[src/rtl/pcu_pkg.sv]
package pcu_pkg;
  typedef enum logic [2:0] {
    SRC_SEQ   = 3'd0,
    SRC_BR    = 3'd1,
    SRC_JMP   = 3'd2,
    SRC_REG   = 3'd3,
    SRC_ILL   = 3'd4,
    SRC_IRQ   = 3'd5,
    SRC_BOOT  = 3'd6,
    SRC_SPARE = 3'd7
  } pc_src_e;
endpackage

[src/rtl/pcu_target_gen.sv]
// Branch and jump target arithmetic, independent of the datapath ALU.
module pcu_target_gen #(
  parameter int XLEN  = 32,
  parameter int IMM_W = 16,
  parameter int JF_W  = 26
) (
  input  logic [XLEN-1:0]  pc,
  input  logic [XLEN-1:0]  pc_plus4,
  input  logic [IMM_W-1:0] imm,
  input  logic [JF_W-1:0]  jf,
  output logic [XLEN-1:0]  br_tgt,
  output logic [XLEN-1:0]  jmp_tgt
);
  localparam int EXT_W    = XLEN - IMM_W;
  localparam int REGION_W = XLEN - JF_W - 2;

  logic [XLEN-1:0] imm_ext;

  always_comb begin
    imm_ext = {{EXT_W{imm[IMM_W-1]}}, imm};
    // word offset: shift by two is pure wiring
    br_tgt  = pc_plus4 + (imm_ext << 2);
    jmp_tgt = {pc[XLEN-1 -: REGION_W], jf, 2'b00};
  end
endmodule

[src/rtl/pcu_next_mux.sv]
// Seven-way next-address selection; the spare code falls back to sequential.
module pcu_next_mux #(
  parameter int              XLEN    = 32,
  parameter logic [XLEN-1:0] BOOT_VEC = 32'h8000_0000,
  parameter logic [XLEN-1:0] ILL_VEC  = 32'h8000_0040,
  parameter logic [XLEN-1:0] IRQ_VEC  = 32'h8000_0080
) (
  input  pcu_pkg::pc_src_e src,
  input  logic [XLEN-1:0]  seq,
  input  logic [XLEN-1:0]  br,
  input  logic [XLEN-1:0]  jmp,
  input  logic [XLEN-1:0]  rtg,
  output logic [XLEN-1:0]  nxt
);
  import pcu_pkg::*;

  always_comb begin
    case (src)
      SRC_BR:   nxt = br;
      SRC_JMP:  nxt = jmp;
      SRC_REG:  nxt = rtg;
      SRC_ILL:  nxt = ILL_VEC;
      SRC_IRQ:  nxt = IRQ_VEC;
      SRC_BOOT: nxt = BOOT_VEC;
      default:  nxt = seq;
    endcase
  end
endmodule

[src/rtl/pc_sequencer.sv]
module pc_sequencer #(
  parameter int              XLEN    = 32,
  parameter int              IMM_W   = 16,
  parameter int              JF_W    = 26,
  parameter logic [XLEN-1:0] BOOT_VEC = 32'h8000_0000,
  parameter logic [XLEN-1:0] ILL_VEC  = 32'h8000_0040,
  parameter logic [XLEN-1:0] IRQ_VEC  = 32'h8000_0080
) (
  input  logic             clk,
  input  logic             rst,
  input  logic [2:0]       pc_sel,
  input  logic [IMM_W-1:0] imm16,
  input  logic [JF_W-1:0]  jfield,
  input  logic [XLEN-1:0]  reg_tgt,
  output logic [XLEN-1:0]  pc,
  output logic [XLEN-1:0]  pc_plus4
);
  import pcu_pkg::*;

  localparam logic [XLEN-1:0] STEP = XLEN'(4);

  logic [XLEN-1:0] br_tgt, jmp_tgt, nxt_pc;
  pc_src_e         src;

  assign src      = pc_src_e'(pc_sel);
  assign pc_plus4 = pc + STEP;

  pcu_target_gen #(.XLEN(XLEN), .IMM_W(IMM_W), .JF_W(JF_W)) u_tgt (
    .pc(pc), .pc_plus4(pc_plus4), .imm(imm16), .jf(jfield),
    .br_tgt(br_tgt), .jmp_tgt(jmp_tgt)
  );

  pcu_next_mux #(.XLEN(XLEN), .BOOT_VEC(BOOT_VEC), .ILL_VEC(ILL_VEC),
                 .IRQ_VEC(IRQ_VEC)) u_mux (
    .src(src), .seq(pc_plus4), .br(br_tgt), .jmp(jmp_tgt), .rtg(reg_tgt),
    .nxt(nxt_pc)
  );

  always_ff @(posedge clk) begin
    if (rst) pc <= BOOT_VEC;
    else     pc <= nxt_pc;
  end

  // first cycle out of reset shows the boot address
  assert_boot_after_reset_R1: assert property (@(posedge clk) disable iff (rst)
    $past(rst) |-> pc == BOOT_VEC);
  // sequential codes advance by the previously presented pc_plus4
  assert_seq_step_R2: assert property (@(posedge clk) disable iff (rst)
    (!$past(rst) && ($past(pc_sel) == 3'd0 || $past(pc_sel) == 3'd7))
      |-> pc == $past(pc_plus4));
  // jump stays in the 256 MB region and is word aligned
  assert_jump_region_R4: assert property (@(posedge clk) disable iff (rst)
    (!$past(rst) && $past(pc_sel) == 3'd2)
      |-> (pc[XLEN-1 -: 4] == $past(pc[XLEN-1 -: 4]) && pc[1:0] == 2'b00));
  // register target is taken verbatim
  assert_reg_target_R5: assert property (@(posedge clk) disable iff (rst)
    (!$past(rst) && $past(pc_sel) == 3'd3) |-> pc == $past(reg_tgt));

  assert_illegal_vec_R6: assert property (@(posedge clk) disable iff (rst)
    (!$past(rst) && $past(pc_sel) == 3'd4) |-> pc == ILL_VEC);

  assert_irq_vec_R7: assert property (@(posedge clk) disable iff (rst)
    (!$past(rst) && $past(pc_sel) == 3'd5) |-> pc == IRQ_VEC);

  assert_boot_code_R8: assert property (@(posedge clk) disable iff (rst)
    (!$past(rst) && $past(pc_sel) == 3'd6) |-> pc == BOOT_VEC);
endmodule

[config.mk]
export PLATFORM = sky130hd
export DESIGN_NAME = pc_sequencer
export DESIGN_NICKNAME = d
export VERILOG_FILES = /design/src/rtl/pcu_pkg.sv /design/src/rtl/pcu_target_gen.sv /design/src/rtl/pcu_next_mux.sv /design/src/rtl/pc_sequencer.sv
export SDC_FILE = /design/constraint.sdc
export NUM_CORES = 1
export LEC_CHECK = 0
export BUFFER_PORTS_ARGS = -buffer_cell sky130_fd_sc_hd__buf_2
export CAP_MARGIN = 15
export CORE_MARGIN = 2
export CORE_UTILIZATION = 29
export CTS_CLUSTER_SIZE = 12
export DETAILED_ROUTE_END_ITERATION = 16
export GPL_ROUTABILITY_DRIVEN = 0
export PLACE_DENSITY = 0.5
export SLEW_MARGIN = 0
export SYNTH_ARGS = -nofsm -noshare
export SYNTH_HDL_FRONTEND = slang
export SYNTH_SLANG_ARGS = --single-unit
[constraint.sdc]
create_clock -name clk -period 4.5 [get_ports clk]
set_clock_uncertainty 0.2 [all_clocks]
set_input_delay 0.225 -clock clk [delete_from_list [all_inputs] [get_ports clk]]
set_output_delay 0.225 -clock clk [all_outputs]
set_load 0.05 [all_outputs]
# == After elaboration in Yosys (flattened, before gate mapping) ==
# Index checks and enable logic that the tools add are counted.
# op_classes
n_addsub,2
n_eq_ne,6
n_mux,1
# ops
operator,count
$pmux W32 S6,1
$add A32 B3 Y32 const B,1
$add A32 B32 Y32,1
$eq A3 B3 Y1 const B,3
$eq A3 B2 Y1 const B,2
$eq A3 B1 Y1 const B,1
# word_totals
elab_cells,11
regBits,32
out_inout_bits,64

# == Longest topological paths before layout ==
# Gate-level depths: netlist of the first run.
# logic_depth
ltp_word,3
mapped_depth,14
ltp_nobuf,14

# == Cells and area by module ==
# Synthesis of the first run repeated with hierarchy kept, for this count alone.
# unflattened
hier_cells,560
hier_area_um2,4555.6
# by_module_without_submodules
module,area_per_inst_um2,cells_each,instances
pcu_target_gen,1846.8,253,1
pc_sequencer,1432.6,150,1
pcu_next_mux,1276.2,157,1

# == Worst setup path before layout of the first run ==
# Ideal clock, no wire load.
# synth_path
kind,flip-flop to flip-flop
from,register pc[2]
to,register pc[27]
arrival_time_ps,4419
setup_ps,131
path_buffers,0
path_stages_with_launch,14
synth_period_minus_slack_ps,4750
setup_slack_ps,-250
path_cell_list,dfxtp_1 -> ha_1 -> nand4_2 -> nor4_4 -> nand2_1 -> xnor2_1 -> ha_1 -> a21oi_1 -> o21ai_0 -> o41ai_1 -> a21bo_2 -> o22ai_1 -> xor2_1 -> o22ai_1
# synth_via
elab_chain_len,3
# synth_lines
item,line,text
"start, declared",pc_sequencer.sv:15,"output logic [XLEN-1:0] pc,"
"start signal, assigned",pc_sequencer.sv:41,else pc <= nxt_pc;
$add A32 B3 Y32,pc_sequencer.sv:26,assign pc_plus4 = pc + STEP;
net pc_plus4[16],pc_sequencer.sv:16,output logic [XLEN-1:0] pc_plus4
$add A32 B32 Y32,pcu_target_gen.sv:22,br_tgt = pc_plus4 + (imm_ext << 2);
$pmux W32 S6,pcu_next_mux.sv:18,case (src)
# The timed path passes the listed nets, and every way through them passes these cells.
# A chain may end at the register's enable or synchronous reset.

# == Worst setup path in the final report of the first run ==
# layout_path
from,register pc[2]
to,register pc[28]
# layout_via
elab_chain_len,3
# layout_lines
item,line
$add A32 B3 Y32 (*),pc_sequencer.sv:26
$add A32 B32 Y32,pcu_target_gen.sv:22
$pmux W32 S6 (*),pcu_next_mux.sv:18
# Every way passes the cells marked *; elsewhere a longest branch is shown, timed or not.

==> flow_summary.yaml, run 1 <==
worst_setup_path:
  arrival_ns: 4.10
  cpPeakStageDelay_ns: 0.65
  crit_path_slowest_cell: "or4_4"
  worstPathCellList: "nand3_1 -> or4_4 -> nor2_1 -> nand2_1 -> xnor2_2 -> ha_1 -> a21oi_1 -> o21ai_0 -> a21o_1 -> a21oi_1 -> nand2_1 -> a2111oi_0 -> nor4bb_1"
  worst_r2r_startpoint: "pc[2]"
  data_required_time_of_the_critical_path_ns: 4.45
  critical_path.startpoint_type: "flip-flop"
  criticalPathCategory: "reg -> reg"
  critical_path_buf_inv_count: 0
  worst_setup_path_end_kind: "flip-flop"
  start_point_of_the_critical_path: "pc[2]"
  critical_path.top_delay_family: "compound AO/OA/AOI/OAI gates"
  critical_path_peak_fanout: 7
worst_hold_path:
  hold_crit_start: "reg_tgt[0]"
  min-delay-path-class: "in -> reg"
floorplanning:
  fp.coreArea_um2: 15000
  dieHeight_um: 127
  placementRows: 45
  start_util_pct: 29.4
  die_area_um2: 16200
  design.portCount: 143
  die_w_um: 127
placement:
  dp_cells: 929
  buffer_ports.inserted: 142
  post-dp-hpwl_mm: 13.9
  dpl_worst_slack_ns: 0.305
synth:
  async_flop_share_pct: 0
  syn_area_um2: 4410
  yosys_most_used_dff: "dfxtp_1"
  synthCells: 624
  synth_seq_cells: 32
  combinational_family_with_the_most_area_after_synthesis: "compound AO/OA/AOI/OAI gates"
  synth_compound_gate_area_share_pct: 32.1
  postSynthAreaPerCell_um2: 7.07
  synth-seq-area-share_pct: 14.5
  synth.yosys.warnings: 0
  synth_xor_xnor_area_share_pct: 8.82
  synth-edff-count: 0
  synthSimpleGateAreaFrac_pct: 26.6
  synthAdderAreaFrac_pct: 9.52
  synth_fp_nets: 736
  synth.lib_cells_used.distinct: 74
  muxShareOfSynthArea_pct: 3.66
timing:
  period_minus_slack_ns: 4.14
  hold_violations: 0
  fin_setup_tns_ns: 0
  fmax_mhz: 241
  slew_headroom_pct: 33.0
  setup_viol: 0
  timing.hold.ws_ns: 0.00352
  max_slew.worst_pin.slew_ns: 0.999
  report.final.slew_viol_count: 0
  timing.final.crit_share_pct: 92.1
  finalWorstSetupSlack_ns: 0.357
  grt_setup_unrepaired: "no"
global_routing:
  global_route_wire_length_before_repair_mm: 27.4
  grt_antenna_before_repair: 0
  grt-ovfl-total: 0
  largest_net_degree_at_the_start_of_global_routing: 45
  globalRouteTotalUtil_pct: 21.3
  grt_pass1_vias: 4983
clock_tree:
  clk_pin_slew_ns: 0.06
  clock_tree.buffer_depth: 2
  ctsHtreeMaxLevel: 2
  postCtsResizedCells: 0
  cts-buffers-inserted: 5
  number_of_clock_sinks: 32
  worst_skew_pair.late_latency_ns: 0.28
  post_cts_hold_buffer_count: 0
  cts_tree: "done"
  library_cell_used_as_clock_root_buffer: "clkbuf_16"
drt:
  drc: 0
  drt_iter0_drcs: 403
  detail_route.wl_per_cell_um: 19.0
  drtPass1Iterations: 5
  ant_nets: 0
  vias: 5226
  vias_per_cell: 5.57
  sum_of_routed_wire_length_over_all_layers_mm: 17.8
finish:
  area_of_all_sequential_standard_cells_um2: 641
  post_layout_nonfiller_instances: 939
  ant_cells: 0
  area_growth_pct: 25.0
  post_layout_utilization_of_the_core_pct: 36.7
  fillers: 1624
  commonest_cells_after_routing_fill_and_taps_aside: "buf_2 (142), nand2_1 (61), nor2_1 (55)"
  final_layout_size_suffix_gt1_share_pct: 25.0
  area_taken_by_multi_input_logic_gates_um2: 3620
  largest_register_ff_count: 32
  finish.net_count: 862
  registers.top_by_ff_count: "pc"
  layout_commonest_cell: "buf_2"
  layout_top_registers: "pc: 32 flops"
flow_run:
  cap_violations: 0
power:
  peakVddDrop_v: 0.000128
  p_per_area_nw_per_um2: 249
  leakage_nw: 2.61
run_status:
  result_of_the_run: "finished clean"
-- path summary, 6_finish.rpt --
kind | to | slack [ns] | cells past startpoint
max | pc[28] | 0.36 | 13
min | pc[0] | 0.004 | 3
max reg2reg | pc[28] | 0.36 | 13
min reg2reg | pc[0] | 0.31 | 2
-- metal layers --
layer  global-route usage (%)  part of all wire, %
met4                     6.40                  2.5
met3                     2.51                  5.0
met2                     35.1                   46
met5                        0                    0
met1                     29.1                   47
-- area by class of cell --
class | count | area share [%]
inverters | 17 | 1.16
repair buffers | 155 | 14.6
well taps | 188 | 4.26
multi-input cells | 539 | 65.7
clock buffers | 8 | 2.65
flip-flops and latches | 32 | 11.6
-- cells by family after synthesis --
kind of cell / count (synthesis)
buffers and inverters: 53
flip-flops: 32
multiplexers: 16
adder cells (fa/ha/maj): 33
AND/OR/NAND/NOR: 229
AO/OA/AOI/OAI: 219
XOR/XNOR: 42
-- where the power goes --
group          leakage [nW]  switching, mW  total, mW  internal, mW
clock network        0.0712          0.137      0.358         0.221
logic                  2.27          0.456      0.676         0.220
registers             0.263         0.0364      0.341         0.305
total                  2.61          0.630       1.38         0.746
-- worst min-delay path, cell delays in order --
cell	delay, ns
buf_2	0.08
a32oi_1	0.08
nor2_1	0.07
-- synth_stat cells (all sizes together), types with 5 or more instances --
| cell type | count | area share (%) |
|---|---|---|
| dfxtp | 32 | 15 |
| nor2b | 7 | 0.99 |
| ha | 32 | 9.1 |
| nor4 | 7 | 1.8 |
| nand4 | 14 | 2.1 |
| a21o | 20 | 3.4 |
| o211ai | 15 | 2.8 |
| a22oi | 7 | 1.2 |
| a21oi | 51 | 5.8 |
| buf | 7 | 0.88 |
| nand2 | 62 | 5.3 |
| clkbuf | 29 | 2.5 |
| and3 | 11 | 1.6 |
| nand3 | 27 | 3.3 |
| inv | 17 | 1.4 |
| o21a | 6 | 1.0 |
| a31oi | 11 | 1.6 |
| nor3 | 20 | 2.4 |
| mux2i | 15 | 3.4 |
| nor2 | 55 | 4.7 |
| xnor2 | 23 | 4.7 |
| nand2b | 8 | 1.3 |
| or3 | 5 | 0.82 |
| o22ai | 7 | 0.99 |
| xor2 | 18 | 3.6 |
| a211oi | 11 | 1.9 |
| o21ai | 54 | 6.1 |
-- metrics by stage --
stage | cell area [µm²] | power (mW)
floorplan | 4470 | 0.827
global placement | 5360 | 1.01
detailed placement | 5360 | 1.02
CTS | 5500 | 1.38
global route | 5520 | 1.45
finish | 5520 | 1.38
-- what timing repair did --
action | 4_1_cts | 5_1_grt
setup endpoints to repair | 0 | 2
hold endpoints to repair | 0 | 0
setup buffers | 0 | 2
No activity file was read; power rests on OpenSTA's default activity.
==> inputs of run 2 (changes only) <==
BUFFER_PORTS_ARGS = -buffer_cell sky130_fd_sc_hd__clkbuf_2   (was -buffer_cell sky130_fd_sc_hd__buf_2)
==> flow_summary.yaml, run 2 (synthesized netlist as in run 1, its figures left out) <==
finish:
  layout_commonest_cell: "clkbuf_2"
  registers.top_by_ff_count: "pc"
  layout_top_registers: "pc: 32 flops"
  post_layout_nonfiller_instances: 939
  final_layout_size_suffix_gt1_share_pct: 24.9
  largest_register_ff_count: 32
  commonest_cells_after_routing_fill_and_taps_aside: "clkbuf_2 (142), nand2_1 (61), nor2_1 (55)"
  finalInstanceArea_um2: 5510
  post_layout_utilization_of_the_core_pct: 36.7
  ant_cells: 0
  area_growth_pct: 24.9
  finish.net_count: 863
drt:
  sum_of_routed_wire_length_over_all_layers_mm: 18.0
  drtPass1Iterations: 5
  drt_iter0_drcs: 455
  vias_per_cell: 5.72
  detail_route.wl_per_cell_um: 19.2
  vias: 5373
  drc: 0
  ant_nets: 0
timing:
  period_minus_slack_ns: 4.14
  fin_setup_tns_ns: 0
  slew_headroom_pct: 38.1
  max_slew.worst_pin.slew_ns: 0.929
  timing.final.crit_share_pct: 92.0
  hold_violations: 0
  report.final.slew_viol_count: 0
  fmax_mhz: 242
  setup_viol: 0
  grt_setup_unrepaired: "no"
placement:
  buffer_ports.inserted: 142
  dp_cells: 930
  post-dp-hpwl_mm: 14.2
  dpl-instance-area_um2: 5360
worst_setup_path:
  worst_setup_path_end_kind: "flip-flop"
  timing.critical_path.mode_cell: "ha_1"
  criticalPathCategory: "reg -> reg"
  worstPathCellList: "ha_1 -> nand4_2 -> or3_1 -> xnor2_2 -> ha_1 -> nand2_1 -> nor2_1 -> nand4_1 -> a2111oi_1 -> buf_4 -> o21ai_1 -> xor2_1 -> a311oi_1"
  data_required_time_of_the_critical_path_ns: 4.46
  critical_path_peak_fanout: 7
  ff2ff_path_depth: 13
  arrival_ns: 4.10
  cpPeakStageDelay_ns: 0.54
  r2r-end: "pc[23]"
  crit_path_slowest_cell: "a2111oi_1"
  worst_r2r_startpoint: "pc[2]"
  critical_path.startpoint_type: "flip-flop"
  ff2ff_setup_slack_ns: 0.36
floorplanning:
  die_w_um: 127
  start_util_pct: 29.4
  fp.coreArea_um2: 15000
  die_area_um2: 16200
  placementRows: 45
  dieHeight_um: 127
  design.portCount: 143
power:
  leakage_nw: 2.59
  peakVddDrop_v: 0.000118
  design_power_total_mw: 1.36
  p_per_area_nw_per_um2: 246
worst_hold_path:
  hold_crit_start: "reg_tgt[0]"
  sink_of_the_worst_hold_path: "pc[0]"
  worst_hold_stages: 3
  min-delay-path-class: "in -> reg"
clock_tree:
  library_cell_used_as_clock_root_buffer: "clkbuf_16"
  cts_tree: "done"
  ctsHtreeMaxLevel: 2
  worst_skew_pair.late_latency_ns: 0.29
  clk_pin_slew_ns: 0.06
  clock_tree.buffer_depth: 2
  cts-buffers-inserted: 5
  number_of_clock_sinks: 32
global_routing:
  grt_pass1_vias: 5072
  globalRouteTotalUtil_pct: 21.7
  largest_net_degree_at_the_start_of_global_routing: 39
  global_route_wire_length_before_repair_mm: 27.7
  grt_antenna_before_repair: 0
  grt-ovfl-total: 0
run_status:
  result_of_the_run: "finished clean"
flow_run:
  cap_violations: 0
[run 2: changes by cell type in the layout (fill, tap and decap cells not counted)]
cell,delta
a2111oi_0,-1
a2111oi_1,+1
buf_2,-142
clkbuf_1,-1
clkbuf_2,+142
clkbuf_8,-1
clkinv_2,+1
dlygate4sd3_1,+1
nor3_1,+1
nor3_2,-1
[run 2: area by class of cell]
class | instances | area [µm²]
clock buffer | 6 | 129
clock inverter | 1 | 5.00
fill | 1626 | 9520
inverter | 17 | 63.8
multi-input combinational | 539 | 3620
sequential | 32 | 641
tap | 188 | 235
timing repair buffer | 156 | 818
[run 2: stage by stage]
stage	setup slack [ns]	hold WS (ns)
2_1_floorplan	0.00550	0.204
3_3_place_gp	0.463	0.295
3_5_place_dp	0.315	0.300
4_1_cts	0.258	0.0140
5_1_grt	0.0797	0.0605
6_report	0.361	0.0165
[run 2: metal layers]
layer	part of all wire (%)	up-vias	track usage, %
met4	3.4	0	8.92
met2	46	220	35.2
met3	5.2	32	2.30
li1	-	2595	-
met1	46	2526	29.3
met5	0	-	0
[run 2: what timing repair did]
action                                  CTS  global route
buffers inserted                          0             1
hold buffers                              1             0
hold endpoints to repair                  1             0
endpoints found under the setup margin    0             2
resized for setup                         0             1
[run 2: worst max-delay path by stage]
stage,cells past startpoint,from,end
after detailed placement,13,pc[2],pc[23]
after floorplan,12,pc[2],pc[30]
final,13,pc[2],pc[23]
after global placement,13,pc[2],pc[23]
after CTS,13,pc[2],pc[23]
after global routing,13,pc[2],pc[23]
[run 2: critical path: cells and delay by family, from the launching register on]
| kind | cells | cell delay, ns |
|---|---|---|
| AND/OR/NAND/NOR | 5 | 1.20 |
| AO/OA/AOI/OAI | 3 | 0.96 |
| adder cells (fa/ha/maj) | 2 | 0.66 |
| flip-flops | 1 | 0.43 |
| XOR/XNOR | 2 | 0.36 |
| buffers and inverters | 1 | 0.20 |
[run 2: where the power goes]
part           internal (mW)  switching (mW)
combinational          0.220           0.459
clock                  0.201           0.136
sequential             0.305          0.0371
total                  0.726           0.633
